<file path="src/rtl/ltpg_pkg.sv">
package ltpg_pkg;
  typedef enum logic [2:0] {
    SRC_DATA       = 3'b000,
    SRC_ONES       = 3'b001,
    SRC_LOOP_UP    = 3'b010,
    SRC_LOOP_DOWN  = 3'b011,
    SRC_PR         = 3'b100,
    SRC_PR_INV     = 3'b101,
    SRC_PR_ERR     = 3'b110,
    SRC_PR_INV_ERR = 3'b111
  } src_e;

  localparam int T1_LEN     = 20;
  localparam int T1_TAP     = 17;
  localparam int E1_LEN     = 15;
  localparam int E1_TAP     = 14;
  localparam int ZERO_LIMIT = 14;
  localparam int UP_LEN     = 5;
  localparam int DOWN_LEN   = 3;
  // codes listed first-sent bit at the MSB
  localparam logic [UP_LEN-1:0]   UP_CODE   = 5'b00001;
  localparam logic [DOWN_LEN-1:0] DOWN_CODE = 3'b001;
endpackage

</file>
<file path="src/rtl/ltpg_lfsr.sv">
module ltpg_lfsr #(
  parameter int LEN = 20,
  parameter int TAP = 17
) (
  input  logic clk,
  input  logic rst_n,
  input  logic adv,
  output logic new_bit
);
  localparam logic [LEN-1:0] SEED = {LEN{1'b1}};

  logic [LEN-1:0] state;

  assign new_bit = state[LEN-1] ^ state[TAP-1];

  always_ff @(posedge clk or negedge rst_n) begin
    if (!rst_n) begin
      state <= SEED;
    end else if (adv) begin
      if (state == '0) state <= SEED;
      else             state <= {state[LEN-2:0], new_bit};
    end
  end

  // register holds while not advancing
  a_r12_hold: assert property (@(posedge clk) disable iff (!rst_n)
    !adv |=> $stable(state));
  // seeded register never sits at all zero after an advance
  a_r7_nonzero: assert property (@(posedge clk) disable iff (!rst_n)
    adv |=> state != '0);
endmodule

</file>
<file path="src/rtl/ltpg_zero_limit.sv">
module ltpg_zero_limit #(
  parameter int LIMIT = 14
) (
  input  logic clk,
  input  logic rst_n,
  input  logic active,
  input  logic raw,
  output logic limited
);
  localparam int CW = $clog2(LIMIT + 1);

  logic [CW-1:0] zrun;
  logic          at_cap;

  assign at_cap  = (zrun == CW'(LIMIT));
  assign limited = active ? (raw | at_cap) : raw;

  always_ff @(posedge clk or negedge rst_n) begin
    if (!rst_n)        zrun <= '0;
    else if (!active)  zrun <= '0;
    else if (limited)  zrun <= '0;
    else               zrun <= zrun + 1'b1;
  end

  a_r6_zero_cap: assert property (@(posedge clk) disable iff (!rst_n)
    zrun <= CW'(LIMIT));
  a_r6_forced_one: assert property (@(posedge clk) disable iff (!rst_n)
    (active && at_cap) |-> limited);
endmodule

</file>
<file path="src/rtl/ltpg_loop_code.sv">
module ltpg_loop_code #(
  parameter int                  UP_LEN    = 5,
  parameter int                  DOWN_LEN  = 3,
  parameter logic [UP_LEN-1:0]   UP_CODE   = 5'b00001,
  parameter logic [DOWN_LEN-1:0] DOWN_CODE = 3'b001
) (
  input  logic clk,
  input  logic rst_n,
  input  logic en,
  input  logic down,
  input  logic restart,
  output logic code_bit
);
  localparam int MAXL = (UP_LEN > DOWN_LEN) ? UP_LEN : DOWN_LEN;
  localparam int PW   = (MAXL > 1) ? $clog2(MAXL) : 1;
  localparam int VW   = 2 ** PW;

  localparam logic [VW-1:0] UP_V   = VW'(UP_CODE);
  localparam logic [VW-1:0] DOWN_V = VW'(DOWN_CODE);

  logic [PW-1:0] pos, cur, last, idx, nxt;

  always_comb begin
    cur  = restart ? '0 : pos;
    last = down ? PW'(DOWN_LEN - 1) : PW'(UP_LEN - 1);
    idx  = last - cur;
    code_bit = down ? DOWN_V[idx] : UP_V[idx];
    nxt  = (cur == last) ? '0 : cur + 1'b1;
  end

  always_ff @(posedge clk or negedge rst_n) begin
    if (!rst_n)   pos <= '0;
    else if (!en) pos <= '0;
    else          pos <= nxt;
  end

  a_r3_pos_range: assert property (@(posedge clk) disable iff (!rst_n)
    (en && !down && !restart) |-> pos < PW'(UP_LEN));
  a_r4_pos_range: assert property (@(posedge clk) disable iff (!rst_n)
    (en && down && !restart) |-> pos < PW'(DOWN_LEN));
  a_r3_restart: assert property (@(posedge clk) disable iff (!rst_n)
    (en && restart) |=> pos == PW'(1));
endmodule

</file>
<file path="src/rtl/ltpg_err_insert.sv">
module ltpg_err_insert (
  input  logic clk,
  input  logic rst_n,
  input  logic strobe,
  input  logic enable,
  output logic flip
);
  logic strobe_q;

  assign flip = strobe & ~strobe_q & enable;

  always_ff @(posedge clk or negedge rst_n) begin
    if (!rst_n) strobe_q <= 1'b0;
    else        strobe_q <= strobe;
  end

  a_r9_single: assert property (@(posedge clk) disable iff (!rst_n)
    flip |=> !flip);
  a_r9_gated: assert property (@(posedge clk) disable iff (!rst_n)
    !enable |-> !flip);
endmodule

</file>
<file path="src/rtl/line_test_patgen.sv">
module line_test_patgen
  import ltpg_pkg::*;
(
  input  logic       clk,
  input  logic       rst_n,
  input  logic [2:0] test_sel,
  input  logic       e1_mode,
  input  logic       err_strobe,
  input  logic       tx_data,
  output logic       line_bit,
  output logic       loop_det_inhibit
);
  src_e sel, sel_q;
  logic t1_bit, e1_bit, pr_raw, pr_lim, pr_out;
  logic pr_on, t1_active, loop_on, restart, code_bit, flip;
  logic base_bit, next_bit;

  assign sel       = src_e'(test_sel);
  assign pr_on     = test_sel[2];
  assign t1_active = pr_on & ~e1_mode;
  assign loop_on   = (sel == SRC_LOOP_UP) || (sel == SRC_LOOP_DOWN);
  assign restart   = (sel != sel_q);

  ltpg_lfsr #(.LEN(T1_LEN), .TAP(T1_TAP)) u_t1 (
    .clk(clk), .rst_n(rst_n), .adv(pr_on), .new_bit(t1_bit));

  ltpg_lfsr #(.LEN(E1_LEN), .TAP(E1_TAP)) u_e1 (
    .clk(clk), .rst_n(rst_n), .adv(pr_on), .new_bit(e1_bit));

  assign pr_raw = e1_mode ? e1_bit : t1_bit;

  ltpg_zero_limit #(.LIMIT(ZERO_LIMIT)) u_zl (
    .clk(clk), .rst_n(rst_n), .active(t1_active), .raw(pr_raw), .limited(pr_lim));

  ltpg_loop_code #(
    .UP_LEN(UP_LEN), .DOWN_LEN(DOWN_LEN), .UP_CODE(UP_CODE), .DOWN_CODE(DOWN_CODE)
  ) u_lc (
    .clk(clk), .rst_n(rst_n), .en(loop_on), .down(test_sel[0]),
    .restart(restart), .code_bit(code_bit));

  ltpg_err_insert u_ei (
    .clk(clk), .rst_n(rst_n), .strobe(err_strobe),
    .enable(test_sel[2] & test_sel[1]), .flip(flip));

  assign pr_out = pr_lim ^ test_sel[0];

  always_comb begin
    unique case (sel)
      SRC_DATA:      base_bit = tx_data;
      SRC_ONES:      base_bit = 1'b1;
      SRC_LOOP_UP,
      SRC_LOOP_DOWN: base_bit = code_bit;
      default:       base_bit = pr_out;
    endcase
    next_bit = base_bit ^ flip;
  end

  always_ff @(posedge clk or negedge rst_n) begin
    if (!rst_n) begin
      line_bit         <= 1'b0;
      loop_det_inhibit <= 1'b0;
      sel_q            <= SRC_DATA;
    end else begin
      line_bit         <= next_bit;
      loop_det_inhibit <= (sel == SRC_LOOP_UP);
      sel_q            <= sel;
    end
  end

  a_r1_data: assert property (@(posedge clk) disable iff (!rst_n)
    (sel == SRC_DATA) |=> line_bit == $past(tx_data));
  a_r2_ones: assert property (@(posedge clk) disable iff (!rst_n)
    (sel == SRC_ONES) |=> line_bit);
  a_r10_inhibit_on: assert property (@(posedge clk) disable iff (!rst_n)
    (sel == SRC_LOOP_UP) |=> loop_det_inhibit);
  a_r10_inhibit_off: assert property (@(posedge clk) disable iff (!rst_n)
    (sel != SRC_LOOP_UP) |=> !loop_det_inhibit);
  a_r3_first_bit: assert property (@(posedge clk) disable iff (!rst_n)
    (loop_on && restart) |=> !line_bit);
endmodule

</file>
<file path="config.mk">
export PLATFORM = sky130hd
export DESIGN_NAME = line_test_patgen
export DESIGN_NICKNAME = d
export VERILOG_FILES = /design/src/rtl/ltpg_pkg.sv /design/src/rtl/ltpg_lfsr.sv /design/src/rtl/ltpg_zero_limit.sv /design/src/rtl/ltpg_loop_code.sv /design/src/rtl/ltpg_err_insert.sv /design/src/rtl/line_test_patgen.sv
export SDC_FILE = /design/constraint.sdc
export NUM_CORES = 1
export LEC_CHECK = 0
export BUFFER_PORTS_ARGS = -buffer_cell sky130_fd_sc_hd__buf_2
export CORE_ASPECT_RATIO = 0.8
export CORE_MARGIN = 2
export CORE_UTILIZATION = 55
export DETAILED_ROUTE_END_ITERATION = 12
export GPL_ROUTABILITY_DRIVEN = 0
export PLACE_DENSITY = 0.73
export SLEW_MARGIN = 20
export SYNTH_ARGS = -nofsm -noshare
export SYNTH_HDL_FRONTEND = slang
export SYNTH_HIERARCHICAL = 1
export SYNTH_SLANG_ARGS = --single-unit
export TNS_END_PERCENT = 100
</file>
<file path="constraint.sdc">
create_clock -name clk -period 2.6 [get_ports clk]
set_input_delay 0.26 -clock clk [delete_from_list [all_inputs] [get_ports clk]]
set_output_delay 0.26 -clock clk [all_outputs]
set_load 0.05 [all_outputs]
</file>
==> report_table.html, run 1 <==
<table>
<tr><th>Metric</th><th>Value</th></tr>
<tr><th colspan="2">Outcome</th></tr>
<tr><td>Run status</td><td>finished, final reports clean</td></tr>
<tr><th colspan="2">STA</th></tr>
<tr><td>RSZ-0062 raised after global routing</td><td>false</td></tr>
<tr><td>Final Hold Vio Count</td><td>0</td></tr>
<tr><td>Worst clock skew</td><td>0.0108 ns</td></tr>
<tr><td>Max-slew violation count</td><td>0</td></tr>
<tr><td>Worst hold margin</td><td>0.0864 ns</td></tr>
<tr><td>Fmax</td><td>0.471 GHz</td></tr>
<tr><td>Transition time at the pin with the least slew margin</td><td>0.630 ns</td></tr>
<tr><td>Clock period minus worst slack</td><td>2.12 ns</td></tr>
<tr><td>Final-layout setup total negative slack</td><td>0 ns</td></tr>
<tr><td>Worst Setup Slack, final</td><td>0.478 ns</td></tr>
<tr><td>Setup-violating endpoint count in the final report</td><td>0</td></tr>
<tr><td>Ratio of final minimum period to clock period</td><td>0.816</td></tr>
<tr><td>Worst slew margin relative to its limit</td><td>0.579</td></tr>
<tr><th colspan="2">CTS</th></tr>
<tr><td>Clock Pin Slew Worst Setup and Hold Paths</td><td>0.09 ns</td></tr>
<tr><td>Buffer type at the clock tree root</td><td>clkbuf_8</td></tr>
<tr><td>Deepest level of the CTS H-tree</td><td>2</td></tr>
<tr><td>Clock insertion delay at the later pin of the skew report</td><td>0.30 ns</td></tr>
<tr><td>Maximum root-to-sink buffer count</td><td>2</td></tr>
<tr><td>Clock buffers created by TritonCTS</td><td>5</td></tr>
<tr><td>Number of clock sinks seen by CTS</td><td>48</td></tr>
<tr><td>CTS tree</td><td>built</td></tr>
<tr><th colspan="2">Logic synthesis</th></tr>
<tr><td>Post-synth design cell area</td><td>2190 µm²</td></tr>
<tr><td>Cells after Synth</td><td>172</td></tr>
<tr><td>Simple logic cell fraction of the synthesized area</td><td>0.122</td></tr>
<tr><td>Fraction of the mapped netlist area in compound gates</td><td>0.128</td></tr>
<tr><td>Most area-hungry cell type in the Yosys netlist</td><td>dfstp_2</td></tr>
<tr><td>Main combinational cell family by area after synthesis</td><td>compound AO/OA/AOI/OAI gates</td></tr>
<tr><td>Adder and majority cell fraction of the synthesized area</td><td>0.0228</td></tr>
<tr><td>Number of different library cells in the post-synthesis netlist</td><td>36</td></tr>
<tr><td>Proportion of netlist area held by the largest area contributor</td><td>0.419</td></tr>
<tr><td>Dominant register cell in the synthesized netlist</td><td>dfstp_2</td></tr>
<tr><td>Ys async rst share</td><td>1.00</td></tr>
<tr><td>Yosys warnings</td><td>6</td></tr>
<tr><td>Flip-flop and latch count after synthesis</td><td>48</td></tr>
<tr><td>Post-synthesis sequential area ratio</td><td>0.568</td></tr>
<tr><td>Top post-synthesis cells by area</td><td>dfstp_2 42%, dfrtp_1 15%, mux2i_1 9.1%</td></tr>
<tr><td>Fraction of synthesized cell area in xor and xnor cells</td><td>0.0359</td></tr>
<tr><td>Number of enable flip-flop cells after synthesis</td><td>0</td></tr>
<tr><td>Synthesized Nets</td><td>between 150 and 200</td></tr>
<tr><td>Post-synthesis mux area share</td><td>0.0964</td></tr>
<tr><td>Per-instance average area after synthesis</td><td>12.8 µm²</td></tr>
<tr><th colspan="2">Drt</th></tr>
<tr><td>First-pass DRT Iterations</td><td>4</td></tr>
<tr><td>Average wire per standard cell</td><td>approximately 16 µm</td></tr>
<tr><td>Number of vias in the routed layout</td><td>1352</td></tr>
<tr><td>Remaining number of nets flagged by the antenna check after routing</td><td>0</td></tr>
<tr><td>Post-route DRC violation count</td><td>0</td></tr>
<tr><td>First DRT Iteration DRCs</td><td>48</td></tr>
<tr><td>Final wirelength</td><td>3690 µm</td></tr>
<tr><td>Vias per std cell</td><td>5.68</td></tr>
<tr><th colspan="2">Worst setup path</th></tr>
<tr><td>Arrival time of the worst setup path</td><td>2.35 ns</td></tr>
<tr><td>Reg2Reg Setup Slack</td><td>~0.48 ns</td></tr>
<tr><td>Reg-to-Reg End</td><td>line_bit$_DFF_PN0_</td></tr>
<tr><td>Data required time at the worst endpoint</td><td>2.83 ns</td></tr>
<tr><td>Reg-to-reg startpoint</td><td>sel_q[2]$_DFF_PN0_</td></tr>
<tr><td>CP endpoint kind</td><td>flop</td></tr>
<tr><td>Crit path max fanout</td><td>5</td></tr>
<tr><td>Worst Setup Start Kind</td><td>flop</td></tr>
<tr><td>Type of the worst setup path</td><td>reg -&gt; reg</td></tr>
<tr><td>Crit-path cells</td><td>xnor2_1 &gt; nand3_1 &gt; nand2b_1 &gt; ha_1 &gt; o31a_1 &gt; nor3b_1 &gt; nor4_1 &gt; xor2_1</td></tr>
<tr><td>CP max stage cell</td><td>dfrtp_1</td></tr>
<tr><td>Longest individual stage delay on the worst path</td><td>0.39 ns</td></tr>
<tr><td>Critical path buffers and inverters</td><td>0</td></tr>
<tr><td>R2R cell count</td><td>8</td></tr>
<tr><td>Critical path's top delay family</td><td>simple AND/OR/NAND/NOR gates</td></tr>
<tr><th colspan="2">Placed design</th></tr>
<tr><td>Number of buffers added on ports</td><td>9</td></tr>
<tr><td>DP Worst Slack</td><td>0.422 ns</td></tr>
<tr><td>Cells after DPL</td><td>229</td></tr>
<tr><td>Placed inst area</td><td>2270 µm²</td></tr>
<tr><td>Detail Placement HPWL</td><td>~2500 µm</td></tr>
<tr><th colspan="2">GRT</th></tr>
<tr><td>Antenna violations before repair</td><td>0</td></tr>
<tr><td>Vias in the first global route</td><td>between 1000 and 1500</td></tr>
<tr><td>GRT Util Overall</td><td>0.193</td></tr>
<tr><td>First-pass GRT wire length</td><td>6420 µm</td></tr>
<tr><td>Residual overflow from global routing</td><td>0</td></tr>
<tr><td>Maximum number of pins on one net before global-route repair</td><td>49</td></tr>
<tr><th colspan="2">Die</th></tr>
<tr><td>Placeable core region</td><td>3800 µm²</td></tr>
<tr><td>Row cnt</td><td>20</td></tr>
<tr><td>DIE HEIGHT</td><td>60.5 µm</td></tr>
<tr><td>Top Ports</td><td>10</td></tr>
<tr><td>Die Area</td><td>4510 µm²</td></tr>
<tr><td>Die X</td><td>74.6 µm</td></tr>
<tr><td>Starting density of the core</td><td>0.577</td></tr>
<tr><th colspan="2">Final layout</th></tr>
<tr><td>Leading cell type in the layout, fill and taps excluded</td><td>dfstp_2</td></tr>
<tr><td>Area grow syn2layout</td><td>9.81%</td></tr>
<tr><td>Area taken by flip-flops and latches</td><td>~1200 µm²</td></tr>
<tr><td>Highest-count cells in the layout ignoring fill and taps</td><td>35 x dfstp_2, 20 x mux2i_1, 20 x o21ai_1</td></tr>
<tr><td>Total inserted antenna cells</td><td>0</td></tr>
<tr><td>Final layout net count</td><td>194</td></tr>
<tr><td>Layout Utilization</td><td>0.633</td></tr>
<tr><td>Final Cell Area</td><td>about 2400 µm²</td></tr>
<tr><td>Number of fill cells in the layout</td><td>just under 300</td></tr>
<tr><td>Area used by multi-input combinational logic</td><td>approximately 890 µm²</td></tr>
<tr><td>Count of non-filler cells in the finished layout</td><td>238</td></tr>
<tr><td>Fraction of final layout cells sized beyond drive strength 1</td><td>0.426</td></tr>
<tr><th colspan="2">Worst hold path</th></tr>
<tr><td>Min-Delay Path Class</td><td>in -&gt; reg</td></tr>
<tr><td>Critical hold path startpoint</td><td>err_strobe</td></tr>
<tr><td>Worst Hold Depth</td><td>1</td></tr>
<tr><td>Worst Hold End</td><td>u_ei/strobe_q$_DFF_PN0_</td></tr>
<tr><th colspan="2">Pwr</th></tr>
<tr><td>Clock share of power</td><td>0.240</td></tr>
<tr><td>Switching portion of total power</td><td>0.282</td></tr>
<tr><td>Share of power burned in combinational logic</td><td>0.195</td></tr>
<tr><td>Switching power of the nets</td><td>0.652 mW</td></tr>
<tr><td>Maximum resistive drop on vdd</td><td>0.728 mV</td></tr>
<tr><td>Sequential fraction of design power</td><td>0.565</td></tr>
<tr><td>Leakage Power</td><td>0.973 nW</td></tr>
<tr><td>Cell Int Power</td><td>1.66 mW</td></tr>
<tr><td>Post-layout power</td><td>2.31 mW</td></tr>
<tr><td>Power density normalized to cell area</td><td>961 nW/µm²</td></tr>
<tr><th colspan="2">Run</th></tr>
<tr><td>Max-Cap Viols</td><td>0</td></tr>
</table>
## worst register-to-register path, stage by stage, from the launching register on
cell,delay (ns)
dfrtp_1,0.39
xnor2_1,0.17
nand3_1,0.17
nand2b_1,0.20
ha_1,0.27
o31a_1,0.23
nor3b_1,0.08
nor4_1,0.36
xor2_1,0.19
## registers in the layout, summed over array words and instances (netlist names)
name	cells
line_bit	1
loop_det_inhibit	1
sel_q	3
u_e1/state	15
u_ei/strobe_q	1
u_lc/pos	3
u_t1/state	20
u_zl/zrun	4
## synthesized netlist by cell type, drive strengths merged (2+ instances only)
master,number
and2,2
nand3,3
xnor2,5
o21ai,20
a41o,2
dfstp,35
clkbuf,4
dfrtp,13
nor3,2
buf,5
nand2,2
nor2,6
o22a,15
inv,3
nor3b,5
nor4b,2
ha,4
nor2b,4
nor4,8
xor2,4
mux2i,20
## final cells by class
type,instances,area share
Sequential cell,48,0.517
Multi-Input combinational cell,112,0.369
Clock buffer,6,0.0343
Timing Repair Buffer,12,0.0301
Tap cell,55,0.0286
Clock inverter,2,0.0161
Inverter,3,0.00468
## worst max-delay path by stage
stage | cells after the start | to | slack [ns] | startpoint
2_1_floorplan | 8 | line_bit$_DFF_PN0_ | 0.71 | sel_q[2]$_DFF_PN0_
5_1_grt | 8 | line_bit$_DFF_PN0_ | 0.31 | sel_q[2]$_DFF_PN0_
3_5_place_dp | 9 | line_bit$_DFF_PN0_ | 0.42 | test_sel[0]
3_3_place_gp | 9 | line_bit$_DFF_PN0_ | 0.57 | test_sel[0]
6_report | 8 | line_bit$_DFF_PN0_ | 0.48 | sel_q[2]$_DFF_PN0_
4_1_cts | 8 | line_bit$_DFF_PN0_ | 0.45 | sel_q[2]$_DFF_PN0_
## power groups by stage
stage | registers [mW] | clock network [mW] | logic (mW)
4_1_cts | 1.31 | 0.576 | 0.454
3_3_place_gp | 1.30 | 0 | 0.425
2_1_floorplan | 1.28 | 0 | 0.344
6_report | 1.31 | 0.555 | 0.451
3_5_place_dp | 1.32 | 0 | 0.454
5_1_grt | 1.35 | 0.612 | 0.509
## metal layers
layer / global-route usage / wire length (µm) / vias up
li1: - / - / 656
met1: 0.279 / 1810 / 676
met2: 0.269 / 1720 / 18
met3: 0.0681 / 130 / 2
met4: 0.0714 / 25 / 0
met5: 0 / 0 / -
## logic make-up after synthesis
logic type      count (synthesis)
compound gates                 38
xor+xnor                        9
fa+ha+maj                       4
buf+inv                        12
flops                          48
mux                            21
simple gates                   40
## what timing repair did
item	in CTS	in global routing
hold buffers	0	1
endpoints found under the setup margin	0	0
buffers inserted	0	0
gates resized for setup	0	0
endpoints found under the hold margin	0	13
Power figures use the tool's default switching activity.
==> run 2: changes to the inputs <==
--- a/config.mk
+++ b/config.mk
@@ -8,10 +8,10 @@
 export BUFFER_PORTS_ARGS = -buffer_cell sky130_fd_sc_hd__buf_2
 export CORE_ASPECT_RATIO = 0.8
 export CORE_MARGIN = 2
-export CORE_UTILIZATION = 55
+export CORE_UTILIZATION = 54
 export DETAILED_ROUTE_END_ITERATION = 12
 export GPL_ROUTABILITY_DRIVEN = 0
-export PLACE_DENSITY = 0.73
+export PLACE_DENSITY = 0.75
 export SLEW_MARGIN = 20
 export SYNTH_ARGS = -nofsm -noshare
 export SYNTH_HDL_FRONTEND = slang
==> constraint.sdc (replaced) <==
create_clock -name clk -period 1.9 [get_ports clk]
set_input_delay 0.19 -clock clk [delete_from_list [all_inputs] [get_ports clk]]
set_output_delay 0.19 -clock clk [all_outputs]
set_load 0.05 [all_outputs]
==> report_table.html, run 2 (synthesis gave the netlist of run 1 again) <==
<table>
<tr><th>Metric</th><th>Value</th></tr>
<tr><th colspan="2">Outcome</th></tr>
<tr><td>Run status</td><td>complete, but fails checks</td></tr>
<tr><td>Violations in the final reports</td><td>setup timing</td></tr>
<tr><th colspan="2">STA</th></tr>
<tr><td>RSZ-0062 raised after global routing</td><td>true</td></tr>
<tr><td>Transition time at the pin with the least slew margin</td><td>0.599 ns (-0.0311 ns)</td></tr>
<tr><td>Fmax</td><td>0.523 GHz (+11%)</td></tr>
<tr><td>Worst Setup Slack, final</td><td>-0.0139 ns (-0.492 ns)</td></tr>
<tr><td>Worst slew margin relative to its limit</td><td>0.599 (+0.0208)</td></tr>
<tr><td>Worst clock skew</td><td>0.0130 ns (+0.00220 ns)</td></tr>
<tr><td>Ratio of final minimum period to clock period</td><td>1.01 (+0.191)</td></tr>
<tr><td>Worst hold margin</td><td>0.0497 ns (-0.0368 ns)</td></tr>
<tr><td>Max-slew violation count</td><td>0 (unchanged)</td></tr>
<tr><td>Setup-violating endpoint count in the final report</td><td>1 (+1)</td></tr>
<tr><td>Final-layout setup total negative slack</td><td>-0.0139 ns (-0.0139 ns)</td></tr>
<tr><td>Clock period minus worst slack</td><td>1.91 ns (-0.208 ns)</td></tr>
<tr><td>Final Hold Vio Count</td><td>0 (unchanged)</td></tr>
<tr><th colspan="2">Die</th></tr>
<tr><td>Placeable core region</td><td>3850 µm² (+1.3%)</td></tr>
<tr><td>Die X</td><td>75.3 µm (+0.87%)</td></tr>
<tr><td>Row cnt</td><td>20 (unchanged)</td></tr>
<tr><td>Starting density of the core</td><td>0.569 (-0.00749)</td></tr>
<tr><td>Die Area</td><td>4590 µm² (+1.7%)</td></tr>
<tr><td>DIE HEIGHT</td><td>61.0 µm (+0.87%)</td></tr>
<tr><td>Top Ports</td><td>10 (unchanged)</td></tr>
<tr><th colspan="2">Drt</th></tr>
<tr><td>Remaining number of nets flagged by the antenna check after routing</td><td>0 (unchanged)</td></tr>
<tr><td>Post-route DRC violation count</td><td>0 (unchanged)</td></tr>
<tr><td>Number of vias in the routed layout</td><td>1394 (+3.1%)</td></tr>
<tr><td>First-pass DRT Iterations</td><td>4 (unchanged)</td></tr>
<tr><td>Average wire per standard cell</td><td>15.4 µm (-0.68%)</td></tr>
<tr><td>Vias per std cell</td><td>5.62 (-1.1%)</td></tr>
<tr><td>Final wirelength</td><td>3820 µm (+3.5%)</td></tr>
<tr><td>First DRT Iteration DRCs</td><td>112 (+130%)</td></tr>
<tr><th colspan="2">CTS</th></tr>
<tr><td>Maximum root-to-sink buffer count</td><td>2 (unchanged)</td></tr>
<tr><td>Deepest level of the CTS H-tree</td><td>2 (unchanged)</td></tr>
<tr><td>Clock buffers created by TritonCTS</td><td>5 (unchanged)</td></tr>
<tr><td>CTS tree</td><td>built</td></tr>
<tr><td>Clock insertion delay at the later pin of the skew report</td><td>0.31 ns (about the same)</td></tr>
<tr><td>Number of clock sinks seen by CTS</td><td>48 (unchanged)</td></tr>
<tr><td>Buffer type at the clock tree root</td><td>clkbuf_8</td></tr>
<tr><td>Clock Pin Slew Worst Setup and Hold Paths</td><td>0.09 ns (about the same)</td></tr>
<tr><th colspan="2">Worst setup path</th></tr>
<tr><td>R2R cell count</td><td>6 (-2)</td></tr>
<tr><td>Data required time at the worst endpoint</td><td>2.14 ns (-0.69 ns)</td></tr>
<tr><td>Crit path max fanout</td><td>2 (-3)</td></tr>
<tr><td>Reg2Reg Setup Slack</td><td>-0.01 ns (-0.49 ns)</td></tr>
<tr><td>CP endpoint kind</td><td>flop</td></tr>
<tr><td>Reg-to-Reg End</td><td>line_bit$_DFF_PN0_</td></tr>
<tr><td>Reg-to-reg startpoint</td><td>u_t1/state[19]$_DFFE_PN1P_</td></tr>
<tr><td>Type of the worst setup path</td><td>reg -&gt; reg</td></tr>
<tr><td>Arrival time of the worst setup path</td><td>2.16 ns (-0.19 ns)</td></tr>
<tr><td>Worst Setup Start Kind</td><td>flop</td></tr>
<tr><th colspan="2">GRT</th></tr>
<tr><td>First-pass GRT wire length</td><td>6440 µm (+0.31%)</td></tr>
<tr><td>Maximum number of pins on one net before global-route repair</td><td>27 (-45%)</td></tr>
<tr><td>Residual overflow from global routing</td><td>0 (unchanged)</td></tr>
<tr><td>Antenna violations before repair</td><td>0 (unchanged)</td></tr>
<tr><td>GRT Util Overall</td><td>0.192 (-0.000959)</td></tr>
<tr><td>Vias in the first global route</td><td>1344 (+1.2%)</td></tr>
<tr><th colspan="2">Final layout</th></tr>
<tr><td>Final layout net count</td><td>204 (+5.2%)</td></tr>
<tr><td>Count of non-filler cells in the finished layout</td><td>248 (+4.2%)</td></tr>
<tr><td>Fraction of final layout cells sized beyond drive strength 1</td><td>0.477 (+0.0505)</td></tr>
<tr><td>Number of fill cells in the layout</td><td>304 (+5.2%)</td></tr>
<tr><td>Highest-count cells in the layout ignoring fill and taps</td><td>35 x dfstp_2, 20 x mux2i_1, 20 x o21ai_1</td></tr>
<tr><td>Area grow syn2layout</td><td>13.3%</td></tr>
<tr><td>Leading cell type in the layout, fill and taps excluded</td><td>dfstp_2</td></tr>
<tr><td>Flip-flop count of the largest register, all copies and words added</td><td>20 (unchanged)</td></tr>
<tr><td>Layout Utilization</td><td>0.645 (+0.0116)</td></tr>
<tr><td>Leading registers by flop count</td><td>u_t1/state: 20 flops, u_e1/state: 15 flops, u_zl/zrun: 4 flops</td></tr>
<tr><td>Total inserted antenna cells</td><td>0 (unchanged)</td></tr>
<tr><td>Register with the most flip-flops</td><td>u_t1/state</td></tr>
<tr><th colspan="2">Worst hold path</th></tr>
<tr><td>Worst Hold Depth</td><td>1 (unchanged)</td></tr>
<tr><td>Min-Delay Path Class</td><td>in -&gt; reg</td></tr>
<tr><td>Critical hold path startpoint</td><td>test_sel[1]</td></tr>
<tr><td>Worst Hold End</td><td>sel_q[1]$_DFF_PN0_</td></tr>
<tr><th colspan="2">Placed design</th></tr>
<tr><td>Cells after DPL</td><td>236 (+3.1%)</td></tr>
<tr><td>Number of buffers added on ports</td><td>9 (unchanged)</td></tr>
<tr><td>Detail Placement HPWL</td><td>2530 µm (+2.6%)</td></tr>
<tr><th colspan="2">Run</th></tr>
<tr><td>Max-Cap Viols</td><td>0 (unchanged)</td></tr>
<tr><th colspan="2">Pwr</th></tr>
<tr><td>Leakage Power</td><td>1.01 nW (+3.6%)</td></tr>
<tr><td>Power density normalized to cell area</td><td>1270 nW/µm² (+32%)</td></tr>
<tr><td>Maximum resistive drop on vdd</td><td>0.672 mV (-7.8%)</td></tr>
</table>
run 2: critical path, stage by stage, from the launching register on:
cell	delay, ns
dfstp_2	0.57
xor2_2	0.09
mux2_4	0.28
a41o_2	0.24
and3_4	0.18
nor4_2	0.32
xor2_1	0.17
run 2: routing by layer:
metal,up-vias,routed length (µm),track usage
li1,668,-,-
met1,698,1870,0.259
met2,22,1770,0.298
met3,6,138,0.0598
met4,0,46,0.0677
met5,-,0,0
run 2: worst max-delay path by stage:
| stage | startpoint | endpoint | slack (ns) | cells past startpoint |
|---|---|---|---|---|
| after floorplan | sel_q[2]$_DFF_PN0_ | line_bit$_DFF_PN0_ | 0.01 | 8 |
| after global placement | sel_q[0]$_DFF_PN0_ | line_bit$_DFF_PN0_ | 0.08 | 8 |
| after detailed placement | sel_q[2]$_DFF_PN0_ | line_bit$_DFF_PN0_ | -0.01 | 8 |
| after CTS | u_t1/state[19]$_DFFE_PN1P_ | line_bit$_DFF_PN0_ | 0.004 | 6 |
| after global routing | u_t1/state[19]$_DFFE_PN1P_ | line_bit$_DFF_PN0_ | -0.1 | 6 |
| final | u_t1/state[19]$_DFFE_PN1P_ | line_bit$_DFF_PN0_ | -0.01 | 6 |
run 2: timing repair:
action / 4_1_cts / 5_1_grt
resized for setup: 2 / 3
pin swaps: 1 / 0
hold buffers: 1 / 0
setup buffers: 3 / 0
endpoints found under the setup margin: 1 / 1
endpoints found under the hold margin: 1 / 0
run 2: per-stage QoR:
| step | worst slack, ns | instance area [µm²] | power [mW] |
|---|---|---|---|
| after floorplan | 0.0130 | 2190 | 2.22 |
| after global placement | 0.0813 | 2330 | 2.37 |
| after detailed placement | -0.0132 | 2330 | 2.44 |
| after CTS | 0.00435 | 2470 | 3.15 |
| after global routing | -0.0961 | 2480 | 3.35 |
| final | -0.0139 | 2480 | 3.15 |
run 2: layout make-up:
type	count	area [µm²]	area share
flip-flops and latches	48	1240	0.501
multi-input cells	112	917	0.369
repair buffers	22	145	0.0584
clock buffers	6	82.6	0.0332
well taps	55	68.8	0.0277
clock inverters	2	15.0	0.00604
inverters	3	11.3	0.00453
run 2: report_power, final:
group / switching (mW) / total [mW] / internal [mW] / leakage, nW
sequential: 0.262 / 1.79 / 1.53 / 0.536
clock: 0.348 / 0.643 / 0.295 / 0.0434
combinational: 0.334 / 0.709 / 0.375 / 0.428
